$ cat src/rtl/tern_pkg.sv
// Package: shared two-wire ternary type and gate functions.
// Assumes canonical operands: bit 1 = "surely 1", bit 0 = "possibly 1",
// so 00 = 0, 11 = 1, 01 = M (bit 1 never set without bit 0).
package tern_pkg;
    typedef logic [1:0] tern_t;

    // Ternary AND: both rails combine monotonically.
    function automatic tern_t tern_and(tern_t a, tern_t b);
        return {a[1] & b[1], a[0] & b[0]};
    endfunction

    // Ternary OR.
    function automatic tern_t tern_or(tern_t a, tern_t b);
        return {a[1] | b[1], a[0] | b[0]};
    endfunction

    // Ternary NOT: swaps and inverts the rails, M stays M.
    function automatic tern_t tern_not(tern_t a);
        return {~a[0], ~a[1]};
    endfunction
endpackage

$ cat src/rtl/tern_normalize.sv
// Module: maps N two-wire inputs onto the canonical code.
// 10 becomes 01 (M); 00, 11 and 01 pass unchanged.
module tern_normalize #(
    parameter int N = 8
) (
    input  logic [2*N-1:0] raw_i,
    output logic [2*N-1:0] canon_o
);
    for (genvar i = 0; i < N; i++) begin : g_item
        // Surely-1 rail needs both wires high, possibly-1 rail needs either.
        assign canon_o[2*i+:2] = {raw_i[2*i+1] & raw_i[2*i], raw_i[2*i+1] | raw_i[2*i]};
    end
endmodule

$ cat src/rtl/tern_leaf_mux.sv
// Module: two-input ternary multiplexer cell.
// CONTAIN = 1 adds the consensus term a&b so agreeing inputs give a stable
// output under an M select; CONTAIN = 0 is the plain AND-OR form.
// Assumes canonical inputs.
module tern_leaf_mux
    import tern_pkg::*;
#(
    parameter bit CONTAIN = 1'b1
) (
    input  tern_t a_i,
    input  tern_t b_i,
    input  tern_t s_i,
    output tern_t y_o
);
    tern_t pick_a;
    tern_t pick_b;

    // Steering terms shared by both variants.
    assign pick_a = tern_and(a_i, tern_not(s_i));
    assign pick_b = tern_and(b_i, s_i);

    if (CONTAIN) begin : g_contain
        // Third OR input holds the output when both data agree.
        assign y_o = tern_or(tern_or(pick_a, pick_b), tern_and(a_i, b_i));
    end else begin : g_plain
        // Plain two-term multiplexer.
        assign y_o = tern_or(pick_a, pick_b);
    end
endmodule

$ cat src/rtl/tern_mux_level.sv
// Module: one tree level, ITEMS inputs reduced to ITEMS/2 by leaf cells
// sharing one select digit. Assumes ITEMS even and canonical inputs.
module tern_mux_level
    import tern_pkg::*;
#(
    parameter int ITEMS   = 8,
    parameter bit CONTAIN = 1'b1
) (
    input  logic [2*ITEMS-1:0] d_i,
    input  tern_t              s_i,
    output logic [ITEMS-1:0]   y_o
);
    localparam int PAIRS = ITEMS / 2;

    for (genvar p = 0; p < PAIRS; p++) begin : g_pair
        // Even item goes to the 0 side, odd item to the 1 side.
        tern_leaf_mux #(.CONTAIN(CONTAIN)) i_leaf (
            .a_i (d_i[4*p+:2]),
            .b_i (d_i[4*p+2+:2]),
            .s_i (s_i),
            .y_o (y_o[2*p+:2])
        );
    end
endmodule

$ cat src/rtl/tern_closure_mux.sv
// Module: top of the ternary closure selector.
// Normalises all inputs, then reduces 2^SEL_W data items through SEL_W
// levels; level l uses select digit l. Purely combinational, SEL_W >= 1.
module tern_closure_mux #(
    parameter int SEL_W   = 3,
    parameter bit CONTAIN = 1'b1
) (
    input  logic [2*(1<<SEL_W)-1:0] data_i,
    input  logic [2*SEL_W-1:0]      sel_i,
    output logic [1:0]              y_o
);
    localparam int ITEMS  = 1 << SEL_W;
    localparam int DATA_W = 2 * ITEMS;
    localparam int SELB_W = 2 * SEL_W;

    logic [DATA_W-1:0] data_c;
    logic [SELB_W-1:0] sel_c;

    tern_normalize #(.N(ITEMS)) i_norm_data (
        .raw_i   (data_i),
        .canon_o (data_c)
    );

    tern_normalize #(.N(SEL_W)) i_norm_sel (
        .raw_i   (sel_i),
        .canon_o (sel_c)
    );

    for (genvar l = 0; l < SEL_W; l++) begin : g_lvl
        localparam int N = ITEMS >> l;
        logic [2*N-1:0] lvl_d;
        logic [N-1:0]   lvl_y;

        // Level input: normalised data first, else previous level output.
        if (l == 0) begin : g_first
            assign lvl_d = data_c;
        end else begin : g_next
            assign lvl_d = g_lvl[l-1].lvl_y;
        end

        tern_mux_level #(.ITEMS(N), .CONTAIN(CONTAIN)) i_level (
            .d_i (lvl_d),
            .s_i (sel_c[2*l+:2]),
            .y_o (lvl_y)
        );
    end

    assign y_o = g_lvl[SEL_W-1].lvl_y;
endmodule


$ cat config.mk
export PLATFORM = sky130hd
export DESIGN_NAME = tern_closure_mux
export DESIGN_NICKNAME = d
export VERILOG_FILES = /design/src/rtl/tern_pkg.sv /design/src/rtl/tern_normalize.sv /design/src/rtl/tern_leaf_mux.sv /design/src/rtl/tern_mux_level.sv /design/src/rtl/tern_closure_mux.sv
export SDC_FILE = /design/constraint.sdc
export NUM_CORES = 1
export LEC_CHECK = 0
export BUFFER_PORTS_ARGS = -buffer_cell sky130_fd_sc_hd__buf_2
export CAP_MARGIN = 20
export CORE_AREA = 2 2 39 41
export DETAILED_ROUTE_END_ITERATION = 6
export DIE_AREA = 0 0 41 43
export PLACE_DENSITY = 0.55
export SETUP_SLACK_MARGIN = 0.5
export SYNTH_ARGS = -nofsm -noshare
export SYNTH_HDL_FRONTEND = slang
export SYNTH_SLANG_ARGS = --single-unit
$ cat constraint.sdc
create_clock -name vclk -period 0.89
set_input_delay 0.089 -clock vclk [all_inputs]
set_output_delay 0.089 -clock vclk [all_outputs]
set_load 0.005 [all_outputs]
# Word-level counts from Yosys, hierarchy flattened
# Cells that the tools add are included.
[totals] elab_cells=98 mem_bits_ro=0 latch_bits=0 inputBits=22 ff_bits=0 ramBits=0 mem_count=0 out_inout_bits=2
[op_classes] shifts=0 n_reduce_logical=0 div=0 order_cmp=0 addsub=0 mux=0 eq_ne=0 multipliers=0 bitwise=98
[ops] op="$and A1 B1 Y1" count=53
[ops] op="$or A1 B1 Y1" count=39
[ops] op="$not A1 Y1" count=6

# Depth between registers and ports, before layout
[depth] word_depth=11 ltp_mapped=5

# Cells and area by module
# From an unflattened synthesis, not the netlist that was laid out.
[hier_totals] hier_cells=64 area_unflattened_um2=344.1
[modules_own_cells] module="tern_leaf_mux" instances=7 area_each_um2=27.5 seq_area_each_um2=0.0 cells_per_inst=6
[modules_own_cells] module="tern_normalize at i_norm_data" instances=1 area_each_um2=110.1 seq_area_each_um2=0.0 cells_per_inst=16
[modules_own_cells] module="tern_normalize at i_norm_sel" instances=1 area_each_um2=41.3 seq_area_each_um2=0.0 cells_per_inst=6

# Least setup slack after synthesis
# OpenSTA, ideal clock, no wires.
[synth_path] path_type="input to output" start="input sel_i[4]" end="output y_o[1]" t_arrival_ns=0.821 slack_ns=-0.020 path_buffers=0 cell_stages=4 cell_sequence="or2_2 o211ai_1 a22oi_1 o22ai_1"
[synth_via] elab_chain_cells=5 word_cells_on_any_way=7 cone_classes="bitwise (7)"
[synth_lines] item="start, declared" line_no="tern_closure_mux.sv:9" rtl="input logic [2*SEL_W-1:0] sel_i,"
[synth_lines] item="$or A1 B1 Y1" line_no="tern_normalize.sv:11" rtl="assign canon_o[2*i+:2] = {raw_i[2*i+1] & raw_i[2*i], raw_i[2*i+1] | raw_i[2*i]};"
[synth_lines] item="$not A1 Y1" line_no="tern_pkg.sv:19" rtl="return {~a[0], ~a[1]};"
[synth_lines] item="$and A1 B1 Y1" line_no="tern_pkg.sv:9" rtl="return {a[1] & b[1], a[0] & b[0]};"
[synth_lines] item="$or A1 B1 Y1 (*) (2 in a row)" line_no="tern_pkg.sv:14" rtl="return {a[1] | b[1], a[0] | b[0]};"
[synth_lines] item="end, declared" line_no="tern_closure_mux.sv:10" rtl="output logic [1:0] y_o"
# Mark *: on every way between the ends. The rest lies on a longest branch, timed or not.

# Final worst setup path
[layout_path] start="input sel_i[2]" end="output y_o[0]"
[layout_via] elab_chain_cells=8 word_cells_on_any_way=16 cone_classes="bitwise (16)"
[layout_lines] item="$and A1 B1 Y1" line_no="tern_normalize.sv:11"
[layout_lines] item="$not A1 Y1" line_no="tern_pkg.sv:19"
[layout_lines] item="$and A1 B1 Y1" line_no="tern_pkg.sv:9"
[layout_lines] item="$or A1 B1 Y1 (2 in a row)" line_no="tern_pkg.sv:14"
[layout_lines] item="$and A1 B1 Y1" line_no="tern_pkg.sv:9"
[layout_lines] item="$or A1 B1 Y1" line_no="tern_pkg.sv:14"
[layout_lines] item="$or A1 B1 Y1 (*)" line_no="tern_pkg.sv:14"
# Marked as above.

==> results.ini <==
[status]
outcome = finished with violations
violations = setup timing

[synth]
syn-cell-area_sq_um = 363
yosys.area_share.simple_pct = 32.4
syn_area_per_cell_sq_um = 7.11
syn-num-nets = 73
synth_cell_types = 21
synth_top_family_by_area = compound AO/OA/AOI/OAI gates
synth-compound-area-share_pct = 61.4
muxShareOfSynthArea_pct = 0
syn_inst = 51
synth-xor-area-share_pct = 0
synth_adder_area_share_pct = 0
ys_warn_count = 0
yosysSeqAreaShare_pct = 0

[die]
fp.dieArea_sq_um = 1760
dieWidth_um = 41
start_util_pct = 26.2
rows = 14
core-area_sq_um = 1380
pin_count = 24
die_h_um = 43

[placement]
place_area_sq_um = 542
gp_congestion = 0.684
place_ws_ns = -0.375
dpl.hpwl_um = 883
portBuffers = 24

[routing]
drt_iter0_drc = 6
viasPerCell = 5.60
finalWirelength_um = 1120
drcViolationCount = 0
via_count = 543
wire_per_inst_um = 11.5
drt.antenna.violating_nets = 0
first_pass_iters = 4

[cells_and_area]
clock_buffers = 0
diodes = 0
drive_gt1_share_pct = 60.5
layout.area.seq_sq_um = 0
syn2layout_area_growth_pct = 80.7
fillCellCount = 154
final_util_pct = 47.4
fin_area_sq_um = 656
seq_cells = 0
fin_nets = 105

[sta]
rsz0062_at_grt = true
whs_ns = 0.653
tns_ns = -0.582
final_max_slew_viol_count = 0
timing.slew.headroom_pct = 80.4
tightest_slew_ns = 0.291
fin_crit_sh_pct = 137
finalCriticalPeriod_ns = 1.22
final_hold_viol_count = 0
fin_ws_ns = -0.331
fmax_mhz = 819
setup_viol = 2

[power_and_ir_drop]
power_per_cell_area_nw_per_um2 = 479
vdd_drop_max_v = 0.000183
power_leakage_nw = 0.256

[global_routing]
grt_usage_pct = 12.5
antenna_found_initial = 0
grt_max_degree = 9
grt_overflow = 0
grt_pass1_vias = 478
grt_pass1_wl_um = 1680

[setup_path]
crit_path_max_incr_delay_ns = 0.30
cp_cell_sequence = buf_12, and2_4, a221oi_4, o22ai_2, a22oi_1, buf_2
crit_path_end_kind = primary output
critPathArrivalTime_ns = 1.13
critPathMaxFanout = 7
worstSetupStartpointType = primary input
critical_path.slowest_cell = a221oi_4
crit_type = in -> out
cp.required_ns = 0.80

[job]
cap_violations = 0

[min_path]
min_path_cells = 4
holdCritPathClass = in -> out

-- critical path: cells and delay by family --
family                 cells  cell delay [ns]
AO/OA/AOI/OAI              3             0.62
buffers and inverters      2             0.25
AND/OR/NAND/NOR            1             0.17
-- worst paths after layout --
check / start / to / slack [ns]
setup / recovery: sel_i[2] / y_o[0] / -0.33
hold / removal: sel_i[0] / y_o[1] / 0.65
-- cells by family (layout without fill, tap and decap cells) --
| logic type | Yosys count | after routing |
|---|---|---|
| simple gates | 21 | 21 |
| compound gates | 28 | 28 |
| buf+inv | 2 | 32 |
-- layer usage --
metal / vias to the layer above / global-route usage (%) / share of wire (%)
met5: - / 0 / 0
met4: 0 / 0 / 0
met3: 0 / 0 / 3.9
met2: 12 / 24.7 / 56
met1: 253 / 14.6 / 40
li1: 278 / - / -
-- area by class of cell --
cell class	count	area, sq um	share of cell area, %
timing repair buffer	32	223	34.0
tap	16	20.0	3.05
multi-input combinational	49	413	63.0
-- synth_stat cells --
master	number	area, sq um
nand2_1	5	18.8
o21ai_0	3	15.0
nor4_2	1	12.5
and2_4	1	8.76
o211ai_1	2	15.0
a2bb2oi_1	3	26.3
a22oi_2	1	12.5
and2_1	1	6.26
o221ai_1	1	8.76
nor2_1	8	30.0
o21ai_1	1	5.00
nand4_1	3	18.8
or2_2	1	6.26
nand4bb_2	1	16.3
a21oi_1	1	5.00
a221oi_2	2	30.0
o2bb2ai_2	1	15.0
a211oi_1	1	7.51
buf_6	2	22.5
a22oi_1	6	45.0
o22ai_1	6	37.5
-- through the flow --
stage,instances,power (mW)
floorplan,51,0.136
global placement,95,0.244
CTS,97,0.270
global route,97,0.345
detailed placement,95,0.249
finish,97,0.314
-- power breakdown --
group | internal [mW] | leakage [nW] | switching, mW
Combinational | 0.166 | 0.256 | 0.148
Clock | 0 | 0 | 0
Sequential | 0 | 0 | 0
Total | 0.166 | 0.256 | 0.148
-- timing repair --
| item | in CTS | in global routing |
|---|---|---|
| pin swaps | 6 | 6 |
| hold buffers | 0 | 0 |
| gates cloned | 0 | 0 |
| endpoints found under the setup margin | 2 | 2 |
| setup buffers | 2 | 0 |
| gates resized for setup | 7 | 14 |
-- placed cells by master, fill, tap and decap left out, drive strengths merged --
cell type,n
buf,32
nor2,8
a22oi,7
o22ai,6
nand2,5
o21ai,4
nand4,3
a2bb2oi,3
o211ai,2
and2,2
a221oi,2
nand4bb,1
or2,1
o221ai,1
o2bb2ai,1
nor4,1
a21oi,1
a211oi,1
(Power assumes the default switching activity.)
